File: config.mk
export PLATFORM = sky130hd
export DESIGN_NAME = sram_pipe_ctrl
export DESIGN_NICKNAME = d
export VERILOG_FILES = /design/src/rtl/sram_ctrl_pkg.sv /design/src/rtl/sram_cmd_track.sv /design/src/rtl/sram_pin_regs.sv /design/src/rtl/sram_rd_capture.sv /design/src/rtl/sram_pipe_ctrl.sv
export SDC_FILE = /design/constraint.sdc
export NUM_CORES = 1
export LEC_CHECK = 0
export BUFFER_PORTS_ARGS = -buffer_cell sky130_fd_sc_hd__buf_2
export CORE_AREA = 2 2 89 109
export DETAILED_ROUTE_END_ITERATION = 16
export DIE_AREA = 0 0 91 111
export PLACE_DENSITY = 0.7
export SYNTH_ARGS = -nofsm -noshare
export SYNTH_HDL_FRONTEND = slang
export SYNTH_SLANG_ARGS = --single-unit
export TNS_END_PERCENT = 1
File: constraint.sdc
create_clock -name clk -period 1.8 [get_ports clk]
set_clock_uncertainty 0.1 [all_clocks]
set_input_delay 0.09 -clock clk [delete_from_list [all_inputs] [get_ports clk]]
set_output_delay 0.09 -clock clk [all_outputs]
set_load 0.01 [all_outputs]
File: src/rtl/sram_ctrl_pkg.sv
package sram_ctrl_pkg;

  localparam int          RC_W       = 2;
  localparam logic [1:0]  RC_LOAD    = 2'd2;
  localparam logic [1:0]  PIPE_LEVEL = 2'd2;

  // next value of the ready counter: loaded on an accepted command,
  // otherwise counting down to zero and resting there
  function automatic logic [RC_W-1:0] rc_next(input logic [RC_W-1:0] cur,
                                              input logic load);
    if (load)              return RC_LOAD;
    else if (cur == '0)    return '0;
    else                   return cur - 1'b1;
  endfunction

  // a command may start when at most one cycle of the current access remains
  function automatic logic rc_open(input logic [RC_W-1:0] cur);
    return cur < RC_LOAD;
  endfunction

endpackage

File: src/rtl/sram_cmd_track.sv
module sram_cmd_track
  import sram_ctrl_pkg::*;
(
  input  logic            clk,
  input  logic            rst_n,
  input  logic            rd,
  input  logic            wr,
  output logic [RC_W-1:0] rdy_cnt,
  output logic            acc_rd,
  output logic            acc_wr,
  output logic            rd_s1,
  output logic            rd_s2,
  output logic            wr_s1
);

  logic open_slot;

  assign open_slot = rc_open(rdy_cnt);
  assign acc_wr    = wr & open_slot;
  assign acc_rd    = rd & ~wr & open_slot;

  always_ff @(posedge clk or negedge rst_n) begin
    if (!rst_n) begin
      rdy_cnt <= '0;
      rd_s1   <= 1'b0;
      rd_s2   <= 1'b0;
      wr_s1   <= 1'b0;
    end else begin
      rdy_cnt <= rc_next(rdy_cnt, acc_rd | acc_wr);
      rd_s1   <= acc_rd;
      rd_s2   <= rd_s1;
      wr_s1   <= acc_wr;
    end
  end

  AST_CNT_STEP: assert property (@(posedge clk) disable iff (!rst_n)
    (rdy_cnt == 2'd2) |=> (rdy_cnt == 2'd1));
  AST_IDLE_ZERO: assert property (@(posedge clk) disable iff (!rst_n)
    (rdy_cnt == 2'd0 && !rd && !wr) |=> (rdy_cnt == 2'd0));
  AST_ONE_CMD: assert property (@(posedge clk) disable iff (!rst_n)
    $onehot0({acc_rd, acc_wr}));
  AST_BUSY_DROP: assert property (@(posedge clk) disable iff (!rst_n)
    (rdy_cnt == 2'd2) |-> !(acc_rd || acc_wr));

endmodule

File: src/rtl/sram_pin_regs.sv
module sram_pin_regs #(
  parameter int AW = 18,
  parameter int DW = 32
) (
  input  logic          clk,
  input  logic          rst_n,
  input  logic          acc_rd,
  input  logic          acc_wr,
  input  logic          rd_s1,
  input  logic          wr_s1,
  input  logic [AW-1:0] addr,
  input  logic [DW-1:0] wdata,
  output logic [AW-1:0] ram_addr,
  output logic [DW-1:0] ram_dout,
  output logic          ram_dout_en,
  output logic          ram_ncs,
  output logic          ram_noe,
  output logic          ram_nwe
);

  logic sel_next, oe_next, drv_next;

  assign sel_next = acc_rd | acc_wr | rd_s1 | wr_s1;
  assign oe_next  = acc_rd | rd_s1;
  assign drv_next = acc_wr | wr_s1;

  always_ff @(posedge clk or negedge rst_n) begin
    if (!rst_n) begin
      ram_addr    <= '0;
      ram_dout    <= '0;
      ram_dout_en <= 1'b0;
      ram_ncs     <= 1'b1;
      ram_noe     <= 1'b1;
    end else begin
      if (acc_rd | acc_wr) ram_addr <= addr;
      if (acc_wr)          ram_dout <= wdata;
      ram_dout_en <= drv_next;
      ram_ncs     <= ~sel_next;
      ram_noe     <= ~oe_next;
    end
  end

  // falling-edge strobe: low from mid first write cycle to mid second
  always_ff @(negedge clk or negedge rst_n) begin
    if (!rst_n) ram_nwe <= 1'b1;
    else        ram_nwe <= ~wr_s1;
  end

  AST_NO_CONTENTION: assert property (@(posedge clk) disable iff (!rst_n)
    !(ram_dout_en && !ram_noe));
  AST_NWE_FRAMED: assert property (@(posedge clk) disable iff (!rst_n)
    !ram_nwe |-> (!ram_ncs && ram_dout_en));
  AST_ADDR_HOLD: assert property (@(posedge clk) disable iff (!rst_n)
    (rd_s1 || wr_s1) |=> $stable(ram_addr));

endmodule

File: src/rtl/sram_rd_capture.sv
module sram_rd_capture #(
  parameter int DW = 32
) (
  input  logic          clk,
  input  logic          rst_n,
  input  logic          cap,
  input  logic [DW-1:0] din,
  output logic [DW-1:0] q
);

  always_ff @(posedge clk or negedge rst_n) begin
    if (!rst_n)   q <= '0;
    else if (cap) q <= din;
  end

endmodule

File: src/rtl/sram_pipe_ctrl.sv
module sram_pipe_ctrl
  import sram_ctrl_pkg::*;
#(
  parameter int AW = 18,
  parameter int DW = 32
) (
  input  logic          clk,
  input  logic          rst_n,
  input  logic [AW-1:0] cmd_addr,
  input  logic [DW-1:0] cmd_wdata,
  input  logic          cmd_rd,
  input  logic          cmd_wr,
  output logic [DW-1:0] rsp_rdata,
  output logic [1:0]    rsp_rdy_cnt,
  output logic [1:0]    rd_pipe_lvl,
  output logic [1:0]    wr_pipe_lvl,
  output logic [AW-1:0] ram_addr,
  output logic [DW-1:0] ram_dout,
  output logic          ram_dout_en,
  input  logic [DW-1:0] ram_din,
  output logic          ram_ncs,
  output logic          ram_noe,
  output logic          ram_nwe
);

  // named internal events, visible to assertions
  logic acc_rd, acc_wr, rd_s1, rd_s2, wr_s1;

  assign rd_pipe_lvl = PIPE_LEVEL;
  assign wr_pipe_lvl = PIPE_LEVEL;

  sram_cmd_track u_track (
    .clk     (clk),
    .rst_n   (rst_n),
    .rd      (cmd_rd),
    .wr      (cmd_wr),
    .rdy_cnt (rsp_rdy_cnt),
    .acc_rd  (acc_rd),
    .acc_wr  (acc_wr),
    .rd_s1   (rd_s1),
    .rd_s2   (rd_s2),
    .wr_s1   (wr_s1)
  );

  sram_pin_regs #(.AW(AW), .DW(DW)) u_pins (
    .clk         (clk),
    .rst_n       (rst_n),
    .acc_rd      (acc_rd),
    .acc_wr      (acc_wr),
    .rd_s1       (rd_s1),
    .wr_s1       (wr_s1),
    .addr        (cmd_addr),
    .wdata       (cmd_wdata),
    .ram_addr    (ram_addr),
    .ram_dout    (ram_dout),
    .ram_dout_en (ram_dout_en),
    .ram_ncs     (ram_ncs),
    .ram_noe     (ram_noe),
    .ram_nwe     (ram_nwe)
  );

  sram_rd_capture #(.DW(DW)) u_cap (
    .clk   (clk),
    .rst_n (rst_n),
    .cap   (rd_s2),
    .din   (ram_din),
    .q     (rsp_rdata)
  );

  AST_RD_HOLD: assert property (@(posedge clk) disable iff (!rst_n)
    !$stable(rsp_rdata) |-> (rsp_rdy_cnt != 2'd1));
  AST_BUSY_PINS: assert property (@(posedge clk) disable iff (!rst_n)
    (rsp_rdy_cnt == 2'd2) |=> ($stable(ram_addr) && $stable(ram_dout)));
  AST_READ_STROBES: assert property (@(posedge clk) disable iff (!rst_n)
    rd_s2 |-> (!ram_ncs && !ram_noe && ram_nwe));
  AST_LEVEL_CONST: assert property (@(posedge clk) disable iff (!rst_n)
    (rd_pipe_lvl == 2'd2) && (wr_pipe_lvl == 2'd2));

endmodule

==> run_results.csv <==
group,metric,value,unit
grt,grt_overflow,0,
synthesis,synth_cell_types,19,
synthesis,syn_avg_cell_area,17.72,µm²
power_and_ir_drop,total_power,8.841,mW
routing,wl_per_cell,14.40,µm
worst_setup_path,critPathSlowestCell,"dfstp_2",
die,io_pins,178,
worst_setup_path,crit_type,"flop to output pin",
finish,instances_no_fill,591,
finish,seqCellArea,2281,µm²
worst_setup_path,arrival,1890,ps
routing,routed_wl,8509,µm
die,die_h,111,µm
routing,via_per_inst,4.415,
power_and_ir_drop,power.leakage,2.788,nW
timing,slew_viol_final,0,
die,core,9174,µm²
worst_setup_path,crit_fanout,1,
synthesis,yosys.area.top_type,"dfrtp_1",
routing,ant_nets,0,
worst_setup_path,max_stage_delay,520,ps
timing,rsz0062_at_grt,"yes",
routing,drt_first_pass_iters,4,
synthesis,ys_seq_area_share,64.35,%
grt,grt_pass1_wl,13750,µm
worst_setup_path,cp_top_family,"flip-flops",
synthesis,synth_area_leaders,"dfrtp_1 (62%), mux2_4 (16%), mux2_2 (14%)",
run_status,outcome,"complete, but fails checks",
clocking,cts_max_path_buffers,2,
die,dieArea,10100,µm²
clocking,insertion_delay,330,ps
grt,antenna_found_initial,0,
clocking,cts_tree,"built",
synthesis,synth_area,3545,µm²
clocking,clkTransAtPathRegs,70,ps
finish,final_nets,549,
place,dp_hpwl,4913,µm
power_and_ir_drop,vdd_drop_max,0.6544,mV
clocking,clock-root-buffer,"clkbuf_16",
synthesis,ys_ff_latch,91,
worst_setup_path,start_kind,"flop",
clocking,clock-sinks,91,
worst_setup_path,cp_data_required_time,1610,ps
finish,multi_input_area,1142,µm²
place,dpl.cell_count,489,
place,gp_congestion,0.6932,
finish,nFillCells,715,
run_status,violations,"setup timing",
synthesis,netlist.area_leader.share,62.12,%
place,io_buffers,173,
synthesis,syn-instance-count,200,
die,row_count,39,
finish,drive_above_1_share,59.83,%
synthesis,synth-async-reset-ratio,100.0,%
timing,final.setup.worst_slack,-279.5,ps
clocking,cts_made_buffers,9,
synthesis,synthFlopType,"dfrtp_1",
routing,drtIter0Drc,109,
job,cap_violations,0,
synthesis,yosysMostFrequentCell,"dfrtp_1",
worst_setup_path,end_kind,"output pin",
synthesis,synth_common_cells,"dfrtp_1 (88), mux2_2 (43), mux2_4 (37), buf_4 (4)",
worst_hold_path,hold_path_class,"input port to async pin",
synthesis,synth-edff-count,0,
synthesis,yosysWarnings,0,
power_and_ir_drop,power_density,1555,nW/µm²
finish,num_antenna_cells,0,
grt,first_global_vias,2780,
die,start_util,38.64,%
routing,remaining_drc_errors,0,
timing,finalHoldViolations,0,
grt,grt_max_degree,91,
grt,track_usage,17.31,%
die,fp.dieW,91,µm
timing,setup_viol,1,
finish,area_delta_synth_final,60.36,%
routing,vias,2609,
timing,finalSetupTns,-279.5,ps
clocking,htreeDepth,3,
worst_setup_path,worstPathCellList,"buf_6",
worst_setup_path,path_buf_inv,1,
## path summary, 6_finish.rpt
| check | end | startpoint | slack [ps] | cells after the start |
|---|---|---|---|---|
| max | ram_nwe | u_pins.ram_nwe$_DFF_NN1_ | -280 | 1 |
| min | u_cap.q[24]$_DFFE_PN0P_ | rst_n | 250 | 3 |
| max reg2reg | u_pins.ram_addr[3]$_DFFE_PN0P_ | u_track.rdy_cnt[1]$_DFF_PN0_ | 290 | 3 |
| min reg2reg | u_track.rd_s2$_DFF_PN0_ | u_track.rd_s1$_DFF_PN0_ | 310 | 0 |
| max in group asynchronous | u_pins.ram_nwe$_DFF_NN1_ | rst_n | 550 | 2 |
| min in group clk | u_track.rd_s2$_DFF_PN0_ | u_track.rd_s1$_DFF_PN0_ | 310 | 0 |
## per-stage QoR
step	setup slack [ps]	cell area [µm²]	util [%]	hold WS [ps]
after floorplan	190.4	3552	-	-305.6
after global placement	99.07	4516	49.22	89.17
after detailed placement	102.0	4516	49.22	97.22
after CTS	-292.1	5684	61.96	289.2
after global routing	-313.0	5684	61.96	336.7
final	-279.5	5684	61.96	249.8
## power by group
group | leakage, nW | switching (mW) | internal (mW)
Sequential | 1.06 | 0.521 | 3.05
Combinational | 1.58 | 1.48 | 1.93
Clock | 0.147 | 0.775 | 1.08
## layer usage
layer / part of all wire, % / vias up / wire, µm / global-route usage (%)
li1: - / 1211 / - / -
met2: 52 / 118 / 4442 / 29.23
met4: 2.9 / 0 / 249 / 9.293
met5: 0 / - / 0 / 0
met1: 39 / 1259 / 3295 / 20.43
met3: 6.1 / 21 / 521 / 3.875
## cell usage in the layout, fill, tap and decap left out, types with 3 or more instances in the layout
master	count
buf_2	171
buf_4	4
clkbuf_16	9
conb_1	4
dfrtp_1	88
dfstp_2	3
dlygate4sd3_1	86
mux2_2	43
mux2_4	37
## repair_timing
action,4_1_cts,5_1_grt
endpoints found under the hold margin,173,0
setup endpoints to repair,1,1
buffers inserted,0,0
hold buffers,86,0
gates resized for setup,1,0
## flip-flops by register name, summed over array words and instances (netlist names)
register	cells
u_pins.ram_dout	32
u_cap.q	32
u_pins.ram_dout_en	1
u_track.wr_s1	1
u_pins.ram_addr	18
u_track.rd_s1	1
u_track.rd_s2	1
u_pins.ram_ncs	1
u_pins.ram_noe	1
u_pins.ram_nwe	1
u_track.rdy_cnt	2
## final cells by class
class,instances,area share [%]
flip-flops and latches,91,40.13
multi-input cells,95,20.10
repair buffers,264,31.63
clock inverters,8,1.409
inverters,1,0.06604
clock buffers,9,3.962
well taps,123,2.707
## cells by family (layout without fill, tap and decap cells)
kind of cell | Yosys count | count (layout) | share of synthesized area (%)
AO/OA/AOI/OAI | 1 | 1 | 0.2119
buffers and inverters | 16 | 282 | 3.953
flip-flops | 91 | 91 | 64.35
multiplexers | 82 | 82 | 29.97
other | 2 | 4 | 0.2119
AND/OR/NAND/NOR | 8 | 8 | 1.306
Note: power is estimated with default switching activity, not from simulation.
